==> config.mk <==
export PLATFORM = sky130hd
export DESIGN_NAME = hw_loop_unit
export DESIGN_NICKNAME = d
export VERILOG_FILES = /design/src/rtl/hw_loop_pkg.sv /design/src/rtl/hw_loop_ctrl.sv /design/src/rtl/hw_loop_regs.sv /design/src/rtl/hw_loop_unit.sv
export SDC_FILE = /design/constraint.sdc
export NUM_CORES = 1
export LEC_CHECK = 0
export ABC_AREA = 1
export CORE_MARGIN = 5
export CORE_UTILIZATION = 35
export DETAILED_ROUTE_END_ITERATION = 8
export DONT_BUFFER_PORTS = 1
export PLACE_DENSITY_LB_ADDON = 0.1
export SLEW_MARGIN = 0
export SYNTH_ARGS = -nofsm -noshare
export SYNTH_HDL_FRONTEND = slang
export SYNTH_SLANG_ARGS = --single-unit
==> constraint.sdc <==
create_clock -name clk -period 5.9 [get_ports clk]
set_input_delay 1.18 -clock clk [delete_from_list [all_inputs] [get_ports clk]]
set_output_delay 1.18 -clock clk [all_outputs]
set_load 0.01 [all_outputs]
==> src/rtl/hw_loop_pkg.sv <==
package hw_loop_pkg;

  typedef enum logic [1:0] {
    KIND_ALWAYS   = 2'd0,
    KIND_NONZERO  = 2'd1,
    KIND_POSITIVE = 2'd2,
    KIND_SPARE    = 2'd3
  } setupKind_e;

  typedef struct packed {
    logic loadSetup;
    logic decCount;
    logic selStart;
    logic selEnd;
    logic selTarget;
  } loopStrobes_t;

endpackage

==> src/rtl/hw_loop_ctrl.sv <==
module hw_loop_ctrl
  import hw_loop_pkg::*;
#(
  parameter int CW = 32
) (
  input  logic          clk,
  input  logic          rstN,
  input  logic          instValid,
  input  logic          branchTaken,
  input  logic          excMode,
  input  logic          setupValid,
  input  logic [1:0]    setupKind,
  input  logic [CW-1:0] setupCount,
  input  logic          atEnd,
  input  logic          countNonZero,
  output loopStrobes_t  str
);

  logic opZero;
  logic opNotPos;
  logic skipBody;

  assign opZero   = (setupCount == '0);
  assign opNotPos = setupCount[CW-1] | opZero;

  always_comb begin
    unique case (setupKind_e'(setupKind))
      KIND_NONZERO:  skipBody = opZero;
      KIND_POSITIVE: skipBody = opNotPos;
      default:       skipBody = 1'b0;
    endcase
  end

  always_comb begin
    str = '0;
    if (instValid) begin
      if (branchTaken) begin
        str.selTarget = 1'b1;
      end else if (setupValid) begin
        str.loadSetup = 1'b1;
        str.selEnd    = skipBody;
      end else if (atEnd && countNonZero && !excMode) begin
        str.selStart = 1'b1;
        str.decCount = 1'b1;
      end
    end
  end

  // only one redirect source may be chosen in a cycle
  assert_one_redirect_R5: assert property (@(posedge clk) disable iff (!rstN)
    $onehot0({str.selStart, str.selEnd, str.selTarget}));

  // exception mode must never let a loop-back through
  assert_exc_blocks_R6: assert property (@(posedge clk) disable iff (!rstN)
    excMode |-> !str.selStart);

endmodule

==> src/rtl/hw_loop_regs.sv <==
module hw_loop_regs
  import hw_loop_pkg::*;
#(
  parameter int AW = 32,
  parameter int CW = 32,
  parameter int LW = 3
) (
  input  logic          clk,
  input  logic          rstN,
  input  logic [AW-1:0] pc,
  input  logic [LW-1:0] instLen,
  input  logic [AW-1:0] branchTarget,
  input  logic [AW-1:0] bodyLen,
  input  logic [CW-1:0] setupCount,
  input  logic          wrStart,
  input  logic          wrEnd,
  input  logic          wrCount,
  input  logic [AW-1:0] wrAddr,
  input  logic [CW-1:0] wrCountData,
  input  loopStrobes_t  str,
  output logic [AW-1:0] nextPc,
  output logic          atEnd,
  output logic          countNonZero,
  output logic [AW-1:0] loopStart,
  output logic [AW-1:0] loopEnd,
  output logic [CW-1:0] loopCount
);

  localparam logic [CW-1:0] ONE = CW'(1);

  logic [AW-1:0] startQ, endQ;
  logic [CW-1:0] countQ;
  logic [AW-1:0] seqPc;
  logic [AW-1:0] setupEnd;

  assign seqPc        = pc + AW'(instLen);
  assign setupEnd     = seqPc + bodyLen;
  assign atEnd        = (seqPc == endQ);
  assign countNonZero = (countQ != '0);

  always_comb begin
    if (str.selTarget)     nextPc = branchTarget;
    else if (str.selEnd)   nextPc = setupEnd;
    else if (str.selStart) nextPc = startQ;
    else                   nextPc = seqPc;
  end

  always_ff @(posedge clk) begin
    if (!rstN) begin
      startQ <= '0;
      endQ   <= '0;
      countQ <= '0;
    end else begin
      if (wrStart)            startQ <= wrAddr;
      else if (str.loadSetup) startQ <= seqPc;

      if (wrEnd)              endQ <= wrAddr;
      else if (str.loadSetup) endQ <= setupEnd;

      if (wrCount)            countQ <= wrCountData;
      else if (str.loadSetup) countQ <= setupCount - ONE;
      else if (str.decCount)  countQ <= countQ - ONE;
    end
  end

  assign loopStart = startQ;
  assign loopEnd   = endQ;
  assign loopCount = countQ;

  assert_write_wins_R9: assert property (@(posedge clk) disable iff (!rstN)
    wrCount |=> countQ == $past(wrCountData));

  assert_setup_load_R2: assert property (@(posedge clk) disable iff (!rstN)
    (str.loadSetup && !wrCount) |=> countQ == $past(setupCount) - ONE);

  assert_decrement_R3: assert property (@(posedge clk) disable iff (!rstN)
    (str.decCount && !wrCount) |=> countQ == $past(countQ) - ONE);

  assert_zero_holds_R4: assert property (@(posedge clk) disable iff (!rstN)
    (countQ == '0 && !wrCount && !str.loadSetup) |=> countQ == '0);

  assert_branch_target_R5: assert property (@(posedge clk) disable iff (!rstN)
    str.selTarget |-> nextPc == branchTarget);

endmodule

==> src/rtl/hw_loop_unit.sv <==
module hw_loop_unit
  import hw_loop_pkg::*;
#(
  parameter int AW = 32,
  parameter int CW = 32,
  parameter int LW = 3
) (
  input  logic          clk,
  input  logic          rstN,
  input  logic          instValid,
  input  logic [AW-1:0] pc,
  input  logic [LW-1:0] instLen,
  input  logic          branchTaken,
  input  logic [AW-1:0] branchTarget,
  input  logic          excMode,
  input  logic          setupValid,
  input  logic [1:0]    setupKind,
  input  logic [CW-1:0] setupCount,
  input  logic [AW-1:0] bodyLen,
  input  logic          wrStart,
  input  logic          wrEnd,
  input  logic          wrCount,
  input  logic [AW-1:0] wrAddr,
  input  logic [CW-1:0] wrCountData,
  output logic [AW-1:0] nextPc,
  output logic          loopBack,
  output logic [AW-1:0] loopStart,
  output logic [AW-1:0] loopEnd,
  output logic [CW-1:0] loopCount
);

  loopStrobes_t str;
  logic atEnd;
  logic countNonZero;

  hw_loop_ctrl #(.CW(CW)) i_ctrl (
    .clk          (clk),
    .rstN         (rstN),
    .instValid    (instValid),
    .branchTaken  (branchTaken),
    .excMode      (excMode),
    .setupValid   (setupValid),
    .setupKind    (setupKind),
    .setupCount   (setupCount),
    .atEnd        (atEnd),
    .countNonZero (countNonZero),
    .str          (str)
  );

  hw_loop_regs #(.AW(AW), .CW(CW), .LW(LW)) i_regs (
    .clk          (clk),
    .rstN         (rstN),
    .pc           (pc),
    .instLen      (instLen),
    .branchTarget (branchTarget),
    .bodyLen      (bodyLen),
    .setupCount   (setupCount),
    .wrStart      (wrStart),
    .wrEnd        (wrEnd),
    .wrCount      (wrCount),
    .wrAddr       (wrAddr),
    .wrCountData  (wrCountData),
    .str          (str),
    .nextPc       (nextPc),
    .atEnd        (atEnd),
    .countNonZero (countNonZero),
    .loopStart    (loopStart),
    .loopEnd      (loopEnd),
    .loopCount    (loopCount)
  );

  assign loopBack = str.selStart;

endmodule

---- Word level (Yosys, flattened, before mapping) ----
Index checks and enable logic that the tools add are counted.
W data, S select, Z words.
word-level totals
  input bits .............................. 206
  flip-flop bits (word level) ............. 96
  output and inout bits ................... 129
  word-level logic and storage cells ...... 37
operators by class
  bitwise operators ....................... 1
  muxes and demuxes ....................... 18
  reductions and logical operators ........ 8
  add/sub/neg operators ................... 4
  eq/ne operators ......................... 3
operator list
  cell                     count
  $mux W32                 10
  $sub A32 B1 Y32 const B  2
  $add A32 B3 Y32          1
  $add A32 B32 Y32         1
  $eq A32 B32 Y1           1
  $logic_not A32 Y1        1
  $reduce_bool A32 Y1      1
  $mux W5                  1
  $mux W2                  2
  $mux W4                  1
  $reduce_bool A2 Y1       2
  $mux W1                  3
  $reduce_bool A3 Y1       1
  $eq A2 B1 Y1 const B     1
  $eq A2 B2 Y1 const B     1
  $logic_and A1 B1 Y1      2
  $pmux W1 S2              1
  $logic_not A1 Y1         1
  $or A1 B1 Y1             1

---- Longest topological paths before layout ----
Gate-level depths: netlist of run 1.
  depth after elaboration ................. 11
  mapped depth ............................ 27

---- Modules after synthesis ----
From an unflattened synthesis of run 1, not the netlist that was laid out.
unflattened totals
  cells, all modules ...................... 1,832
  area total of the unflattened synthesis .. 10,266.1 sq um
by module, submodules not included
  module        area each (sq um)  cells an instance  instances
  hw_loop_regs  10,049.6           1,783              1
  hw_loop_ctrl  216.5              49                 1

---- Worst setup path before layout of run 1 ----
Ideal clock, no wire load.
  kind .................................... in2out
  start point ............................. in pc[2]
  end point ............................... out nextPc[20]
  slack ................................... 637 ps
  required time ........................... 4,720 ps
  arrival time ............................ 4,083 ps
  stages .................................. 20
  cell sequence ........................... ha_1 > nand2_1 > nand2_1 > nor2_2 > nand2_1 > nand2_1 > inv_1 > ha_1 > nand3_1 > nand3_1 > a21oi_1 > o21ai_0 > a21oi_1 > or2_2 > nand2_1 > xor2_1 > o21ai_0 > inv_1 > nand2_1 > nand2_1
on the way
  word-level cells in the longest chain between the ends .. 11
  elaborated cells between the ends (all ways) .. 12
  classes of those cells .................. add/sub: 2; eq/ne: 1; mux: 7; reduce/logical: 2
ends and longest elaborated chain
  element                            RTL line            source
  from (decl)                        hw_loop_unit.sv:11  input logic [AW-1:0] pc,
  $add A32 B3 Y32 (*)                hw_loop_regs.sv:36  assign seqPc = pc + AW'(instLen);
  $eq A32 B32 Y1                     hw_loop_regs.sv:38  assign atEnd = (seqPc == endQ);
  $logic_and A1 B1 Y1 (2 in series)  hw_loop_ctrl.sv:42  end else if (atEnd && countNonZero && !excMode) begin
  $mux W2                            hw_loop_ctrl.sv:42
  $mux W2                            hw_loop_ctrl.sv:39  end else if (setupValid) begin
  $mux W4                            hw_loop_ctrl.sv:37  if (branchTaken) begin
  $mux W5                            hw_loop_ctrl.sv:36  if (instValid) begin
  $mux W32                           hw_loop_regs.sv:44  else if (str.selStart) nextPc = startQ;
  $mux W32 (*)                       hw_loop_regs.sv:43  else if (str.selEnd) nextPc = setupEnd;
  $mux W32 (*)                       hw_loop_regs.sv:42  if (str.selTarget) nextPc = branchTarget;
  to (decl)                          hw_loop_unit.sv:25  output logic [AW-1:0] nextPc,
Every way passes the cells marked *; elsewhere a longest branch is shown, timed or not.

---- Worst setup path in the final report of run 1 ----
  start point ............................. in pc[2]
  end point ............................... out nextPc[19]
Same word-level chain as after synthesis.

==> results of run 1 <==
-- worst paths after layout --
check / slack (ps) / to / startpoint / cells after the start
setup reg to reg: 2730 / i_regs.loopCount[29]$_SDFFE_PN0P_ / i_regs.loopCount[31]$_SDFFE_PN0P_ / 16
hold / removal: 550 / i_regs.loopStart[0]$_SDFFE_PN0P_ / i_regs.loopStart[0]$_SDFFE_PN0P_ / 2
setup / recovery: 220 / nextPc[19] / pc[2] / 22
hold reg to reg: 550 / i_regs.loopStart[0]$_SDFFE_PN0P_ / i_regs.loopStart[0]$_SDFFE_PN0P_ / 2
-- layout by cell type, fill, tap and decap left out, types with 3 or more instances in the layout --
cell and instances:
o21bai_1 11, nand3b_1 18, a21o_1 6, or2_2 14, o21a_1 3, nor4_1 10, nand3_2 3, o22ai_1 3
clkbuf_16 9, o21ai_0 105, buf_4 58, nor3_1 13, mux2i_1 7, inv_2 8, xnor2_1 9, nand4_1 19
ha_1 35, xor2_2 4, o21ai_2 7, nor2_4 9, xor2_1 31, o31ai_1 3, inv_1 218, a21oi_2 8
nor2_1 206, inv_6 4, dfxtp_1 96, nand2_2 10, nor2_2 13, nand2_1 691, o21ai_1 18, nand3_1 106
a21oi_1 53, a31oi_1 60
-- routing by layer --
layer  GRT usage (%)  up-vias
li1                -     6073
met1            35.5     5639
met3            9.79       77
met2            44.1      504
met5               0        -
met4            10.1        0
-- state kept, by name, summed over array words and instances, names as in the netlist --
name and flops:
i_regs.loopCount 32, i_regs.loopEnd 32, i_regs.loopStart 32
-- final cells by class --
class	instances	area [µm²]	share of cell area, %
Multi-Input combinational cell	1506	7530	65.4
Sequential cell	96	1920	16.7
Inverter	227	852	7.40
Tap cell	390	488	4.24
Timing Repair Buffer	58	435	3.78
Clock buffer	9	225	1.96
Clock inverter	7	61.3	0.532
Antenna cell	1	2.50	0.0217
-- worst min-delay path: cells and delay by family (launching register included) --
kind / cells / cell delay (ps)
AO/OA/AOI/OAI: 1 / 60
flip-flops: 1 / 360
AND/OR/NAND/NOR: 1 / 80
-- power groups by stage --
stage | registers [mW] | clock network (mW) | logic (mW)
after detailed placement | 0.799 | 0 | 0.767
after CTS | 0.784 | 0.646 | 0.772
final | 0.784 | 0.632 | 0.797
after global placement | 0.800 | 0 | 0.767
after global routing | 0.792 | 0.668 | 0.891
after floorplan | 0.768 | 0 | 0.550
-- cell usage after synthesis, types with 14 or more instances --
cell	instances	area share, %
inv_1	220	7.9
nand2_1	695	25
nand3b_1	18	1.3
o21ai_0	107	5.1
ha_1	37	4.4
clkbuf_1	44	1.6
nand4_1	19	1.1
or2_2	14	0.84
nor3_1	15	0.72
a31oi_1	61	3.7
o21ai_1	18	0.86
dfxtp_1	96	18
xor2_1	33	2.8
nor2_1	212	7.6
a21oi_1	61	2.9
nand3_1	106	5.1
-- kinds of logic after synthesis --
kind of cell / count (synthesis) / share of synthesized area (%)
XOR/XNOR: 46 / 4.27
adder cells (fa/ha/maj): 39 / 4.82
multiplexers: 7 / 0.672
flip-flops: 96 / 18.4
AO/OA/AOI/OAI: 288 / 15.6
AND/OR/NAND/NOR: 1126 / 45.1
buffers and inverters: 293 / 11.1
-- stage by stage --
step	util (%)	hold slack, ps	area (µm²)
final	39.0	549	11500
after global routing	39.0	571	11500
after detailed placement	37.4	543	11100
after floorplan	-	499	10400
after global placement	37.4	521	11100
after CTS	38.4	556	11300
-- repair_timing --
item                                    4_1_cts  5_1_grt
buffers inserted                              0        3
resized for setup                             0       35
endpoints found under the setup margin        0       20
==> summary.txt, run 1 <==
Place
  • Place WS: 26.4 ps
  • DP HPWL: between 30 and 40 mm
  • Placed Cells: 2,274
  • Gpl congestion: 0.966
  • IO buf count: 0

Global route
  • Overall routing resource usage: ~28%
  • Total gr overflow: 0
  • First-pass GRT wire length: about 72 mm
  • Vias in the first global route: 11,600
  • Largest net degree at the start of global routing: 66
  • Initial antenna violation count: 0

Floorplanning
  • Die X: 183 µm
  • Initial Util: 35.3%
  • # rows: between 60 and 70
  • Die H: around 180 µm
  • # IOs: 335
  • Total core area: 0.0296 mm²
  • DIE AREA: 0.0334 mm²

Timing
  • Fmax achieved: 0.176 GHz
  • Final Cycle Share: between 90 and 100%
  • Rel. slew slack: 26.8%
  • Setup Skew: roughly 11 ps
  • PnR worst setup slack: 222 ps
  • RSZ-0062 raised after global routing: yes
  • Worst slew pin tran: 1090 ps
  • Setup-failing EPs final: 0
  • Final Hold Vio Count: 0
  • Minimum clock period: 5680 ps
  • Final Slew Violations: 0
  • Sum of negative setup slack: 0 ps

Routing
  • Wire per inst: 21.2 µm
  • Met2 WL post-DR: 21.4 mm
  • Wl on met1: 20.4 mm
  • Via density: about 5.4
  • ANT nets after route: 0
  • First-pass DRT Iterations: 5
  • Wire length on met3: between 5 and 6 mm
  • DR top layer: met4
  • Vias: 12,300
  • Initial drt markers: 854
  • Drt total wl: 48.6 mm
  • DRC: 0

Worst setup path
  • Bufs and invs on worst path: 4
  • CP required: 4720 ps
  • Setup Crit Path Kind: input pin to primary output
  • CP max FO: 6
  • Critical path, cell by cell: ha_1 > nand2_1 > nor2_2 > nor2_4 > nor2_2 > nand2_1 > nand2_1 > inv_1 > ha_1 > nand2_1 > nor2_1 > inv_1 > o21ai_0 > buf_4 > a21oi_1 > or2_2 > nand2_1 > xor2_1 > o21ai_0 > inv_1 > nand2_1 > nand2_1
  • CP top delay family: simple AND/OR/NAND/NOR gates
  • Worst setup EP type: primary output
  • Crit path top cell by count: nand2_1
  • Worst path slowest cell: ha_1
  • CP max stage delay: between 300 and 400 ps
  • Data arrival, critical path: 4500 ps
  • Type of origin of the critical path: input pin

Clock network
  • Clock tree buffer depth: 2
  • Clk slew on worst S/H paths: 80 ps
  • H-tree Lvls: 3
  • TritonCTS clock tree: yes
  • # clock sinks: 96
  • Clk_lat worst skew: 380 ps
  • Root buf cell: clkbuf_16
  • Hold Buf Count CTS: 0
  • CTS Buf Count: 9

Pwr
  • Total power: between 2 and 2.5 mW
  • Pwr dens: 192 mW/mm²
  • VDD IR-drop max: approximately 0.14 mV
  • Combinational share of power: 36.0%
  • Flop pwr share: approximately 35%
  • Sw Ratio: ~42%
  • Internal power: approximately 1.3 mW
  • Clk pwr share: 28.6%
  • Total net switching power: about 0.94 mW
  • Leakage: 5.67 nW

Worst hold path
  • Hold Path Class: register to register

Synth
  • Post-Syn Instances: 1,895
  • Number of synthesized register bits: 96
  • Syn Nets: 2,140
  • Post-synthesis async set-or-reset flop share: 0%
  • EDFF count, synth: 0
  • Avg Cell Area, Syn: approximately 5.5 µm²
  • Most common flop cell mapped by yosys: dfxtp_1
  • Synth Cell Area: approximately 0.010 mm²
  • YS warnings: 0
  • Sequential area share after synthesis: 18.4%
  • Distinct cells, synth: 51

Final layout
  • Layout cell share with drive strength beyond 1: between 8 and 9%
  • Number of fillers in the final layout: 3,424
  • Nets@finish: between 2,000 and 2,500
  • Post-Layout Cell Count: 2,294
  • Layout area overhead: 10.4%

Job
  • Max-capacitance violation count: 0

Status
  • Status: complete, no violations
Note: power is estimated with default switching activity, not from simulation.
==> inputs of run 2 (changes only) <==
--- a/config.mk
+++ b/config.mk
@@ -6,8 +6,10 @@
 export NUM_CORES = 1
 export LEC_CHECK = 0
 export ABC_AREA = 1
+export CELL_PAD_IN_SITES_DETAIL_PLACEMENT = 1
+export CELL_PAD_IN_SITES_GLOBAL_PLACEMENT = 1
 export CORE_MARGIN = 5
-export CORE_UTILIZATION = 35
+export CORE_UTILIZATION = 43
 export DETAILED_ROUTE_END_ITERATION = 8
 export DONT_BUFFER_PORTS = 1
 export PLACE_DENSITY_LB_ADDON = 0.1
==> run 2 against run 1 <==
Core utilization increased by 8.7 points. Non-clock buffer count fell by 2. Critical path type unchanged. Hold slack better by 4.3 ps. Fmax up 0.45%. Register-to-register slack worse by 40 ps. Clock-buffer cell count is the same. Sequential power barely moved. Combinational power up 2.6%.
==> summary.txt, run 2 (synthesis gave the netlist of run 1 again) <==
Status
  • Status: complete, no violations (unchanged)

Place
  • DP Area: 0.0109 mm² (was 0.0111 mm²)
  • IO buf count: 0 (unchanged)
  • DP HPWL: 40.4 mm (was 39.5 mm)
  • Gpl congestion: 0.962 (was 0.966)

Timing
  • Final Cycle Share: 95.8% (was 96.2%)
  • Rel. slew slack: 35.7% (was 26.8%)
  • Minimum clock period: 5650 ps (was 5680 ps)
  • Final Slew Violations: 0 (unchanged)
  • Final Hold Vio Count: 0 (unchanged)
  • Setup Skew: 16.8 ps (was 11.0 ps)
  • Setup-failing EPs final: 0 (unchanged)
  • Sum of negative setup slack: 0 ps (unchanged)
  • Fmax achieved: 0.177 GHz (was 0.176 GHz)
  • Worst slew pin tran: 956 ps (was 1090 ps)

Worst setup path
  • Setup Crit Path Kind: input pin to primary output (unchanged)
  • Type of origin of the critical path: input pin (unchanged)
  • Data arrival, critical path: 4470 ps (was 4500 ps)
  • CP required: 4720 ps (about the same)
  • Worst path slowest cell: fa_2 (was ha_1)
  • CP max stage delay: 370 ps (about the same)
  • Critical path, cell by cell: ha_1 > fa_2 > nand2_1 > nand2_2 > nand3_2 > inv_1 > nand2_1 > nand2_1 > inv_1 > ha_1 > a21o_1 > o21bai_4 > a21oi_2 > buf_4 > o21bai_1 > xor2_1 > nor2_1 > nor2_1 > nand2_1 > nand2_1 (was ha_1 > nand2_1 > nor2_2 > nor2_4 > nor2_2 > nand2_1 > nand2_1 > inv_1 > ha_1 > nand2_1 > nor2_1 > inv_1 > o21ai_0 > buf_4 > a21oi_1 > or2_2 > nand2_1 > xor2_1 > o21ai_0 > inv_1 > nand2_1 > nand2_1)
  • Crit path top cell by count: nand2_1 (unchanged)
  • CP max FO: 4 (was 6)
  • Worst setup EP type: primary output (unchanged)

Clock network
  • H-tree Lvls: 3 (unchanged)
  • Clk_lat worst skew: 370 ps (was 380 ps)
  • # clock sinks: 96 (unchanged)
  • TritonCTS clock tree: yes (unchanged)
  • Clk slew on worst S/H paths: 90 ps (was 80 ps)
  • Root buf cell: clkbuf_16 (unchanged)
  • CTS Buf Count: 9 (unchanged)
  • Clock tree buffer depth: 2 (unchanged)
  • Hold Buf Count CTS: 0 (unchanged)

Final layout
  • Reg area: 0.00192 mm² (unchanged)
  • Number of diodes: 0 (was 1)
  • Area of the multi-input gates: 0.00755 mm² (was 0.00753 mm²)
  • Nets@finish: 2,141 (was 2,143)
  • Number of fillers in the final layout: 3,526 (was 3,424)
  • Commonest non-fill, non-tap cell in the layout: nand2_1 (unchanged)
  • Layout area overhead: 10.1% (was 10.4%)
  • Most frequent cells in the layout: nand2_1, inv_1, nor2_1, nand3_1, o21ai_0 (unchanged)
  • Design Area, Final: 0.0115 mm² (about the same)
  • Layout cell share with drive strength beyond 1: 8.73% (was 8.67%)

Routing
  • Via density: 5.70 (was 5.36)
  • Wire per inst: 22.5 µm (was 21.2 µm)
  • ANT nets after route: 0 (unchanged)
  • Vias: 12,700 (was 12,300)
  • First-pass DRT Iterations: 5 (unchanged)
  • Drt total wl: 50.0 mm (was 48.6 mm)
  • DRC: 0 (unchanged)
  • Initial drt markers: 975 (was 854)

Pwr
  • Leakage: 5.68 nW (was 5.67 nW)
  • Total power: 2.28 mW (was 2.21 mW)
  • Pwr dens: 199 mW/mm² (was 192 mW/mm²)
  • VDD IR-drop max: 0.123 mV (was 0.138 mV)

Floorplanning
  • Total core area: 0.0241 mm² (was 0.0296 mm²)
  • # IOs: 335 (unchanged)
  • Initial Util: 43.3% (was 35.3%)
  • # rows: 57 (was 63)
  • Die H: 166 µm (was 183 µm)
  • Die X: 166 µm (was 183 µm)
  • DIE AREA: 0.0275 mm² (was 0.0334 mm²)

Global route
  • Total gr overflow: 0 (unchanged)
  • Met1 usage: 43.0% (was 35.5%)
  • Overall routing resource usage: 34.7% (was 28.0%)
  • GRT met2 Usage: 55.9% (was 44.1%)
  • Largest net degree at the start of global routing: 65 (was 66)
  • M3 GR Usage: 11.5% (was 9.79%)
  • Vias in the first global route: 12,800 (was 11,600)
  • Busiest grt layer: met2 (unchanged)
  • First-pass GRT wire length: 75.6 mm (was 71.5 mm)
  • Initial antenna violation count: 0 (unchanged)

Job
  • Max-capacitance violation count: 0 (unchanged)

Worst hold path
  • Hold Path Class: register to register (unchanged)
==> run 2: worst max-delay path, delay by kind of cell <==
family / cells / cell delay (ps)
fa+ha+maj: 3 / 900
buf+inv: 3 / 440
compound gates: 4 / 740
simple gates: 9 / 900
xor+xnor: 1 / 290
==> run 2: power breakdown <==
part / internal [mW] / leakage, nW / switching (mW)
clock: 0.340 / 0.150 / 0.339
sequential: 0.695 / 0.794 / 0.0895
combinational: 0.286 / 4.73 / 0.532
total: 1.32 / 5.68 / 0.960
==> run 2: area by class of cell <==
cell class | count | share of cell area [%]
flip-flops and latches | 96 | 16.7
multi-input cells | 1506 | 65.7
clock inverters | 7 | 0.752
repair buffers | 56 | 3.88
inverters | 227 | 7.42
well taps | 324 | 3.53
clock buffers | 9 | 1.96
==> run 2: timing repair <==
action                     CTS  global route
setup buffers                0             8
setup endpoints to repair   10            21
hold endpoints to repair     0             0
gates cloned                 0             0
resized for setup            4            37
pin swaps                    0             5
==> run 2: through the flow <==
stage | util [%] | cells | setup WS [ps] | hold WS, ps
after floorplan | - | 1895 | 637 | 499
after global placement | 45.3 | 2201 | -13.7 | 537
after detailed placement | 45.3 | 2201 | -102 | 543
after CTS | 46.7 | 2217 | 27.8 | 556
after global routing | 47.6 | 2225 | -32.3 | 580
final | 47.6 | 2225 | 247 | 553
==> run 2: per-layer routing <==
| metal | vias up | part of all wire (%) |
|---|---|---|
| li1 | 6053 | - |
| met4 | 0 | 4.7 |
| met1 | 6003 | 41 |
| met5 | - | 0 |
| met2 | 514 | 45 |
| met3 | 111 | 9.5 |
==> run 2: worst paths after layout <==
kind                                     startpoint                                 to  slack, ps  cells past startpoint
setup / recovery                              pc[0]                         nextPc[11]        250                     20
hold / removal    i_regs.loopCount[17]$_SDFFE_PN0P_  i_regs.loopCount[17]$_SDFFE_PN0P_        550                      2
setup reg to reg  i_regs.loopCount[30]$_SDFFE_PN0P_  i_regs.loopCount[19]$_SDFFE_PN0P_       2690                     17
hold reg to reg   i_regs.loopCount[17]$_SDFFE_PN0P_  i_regs.loopCount[17]$_SDFFE_PN0P_        550                      2
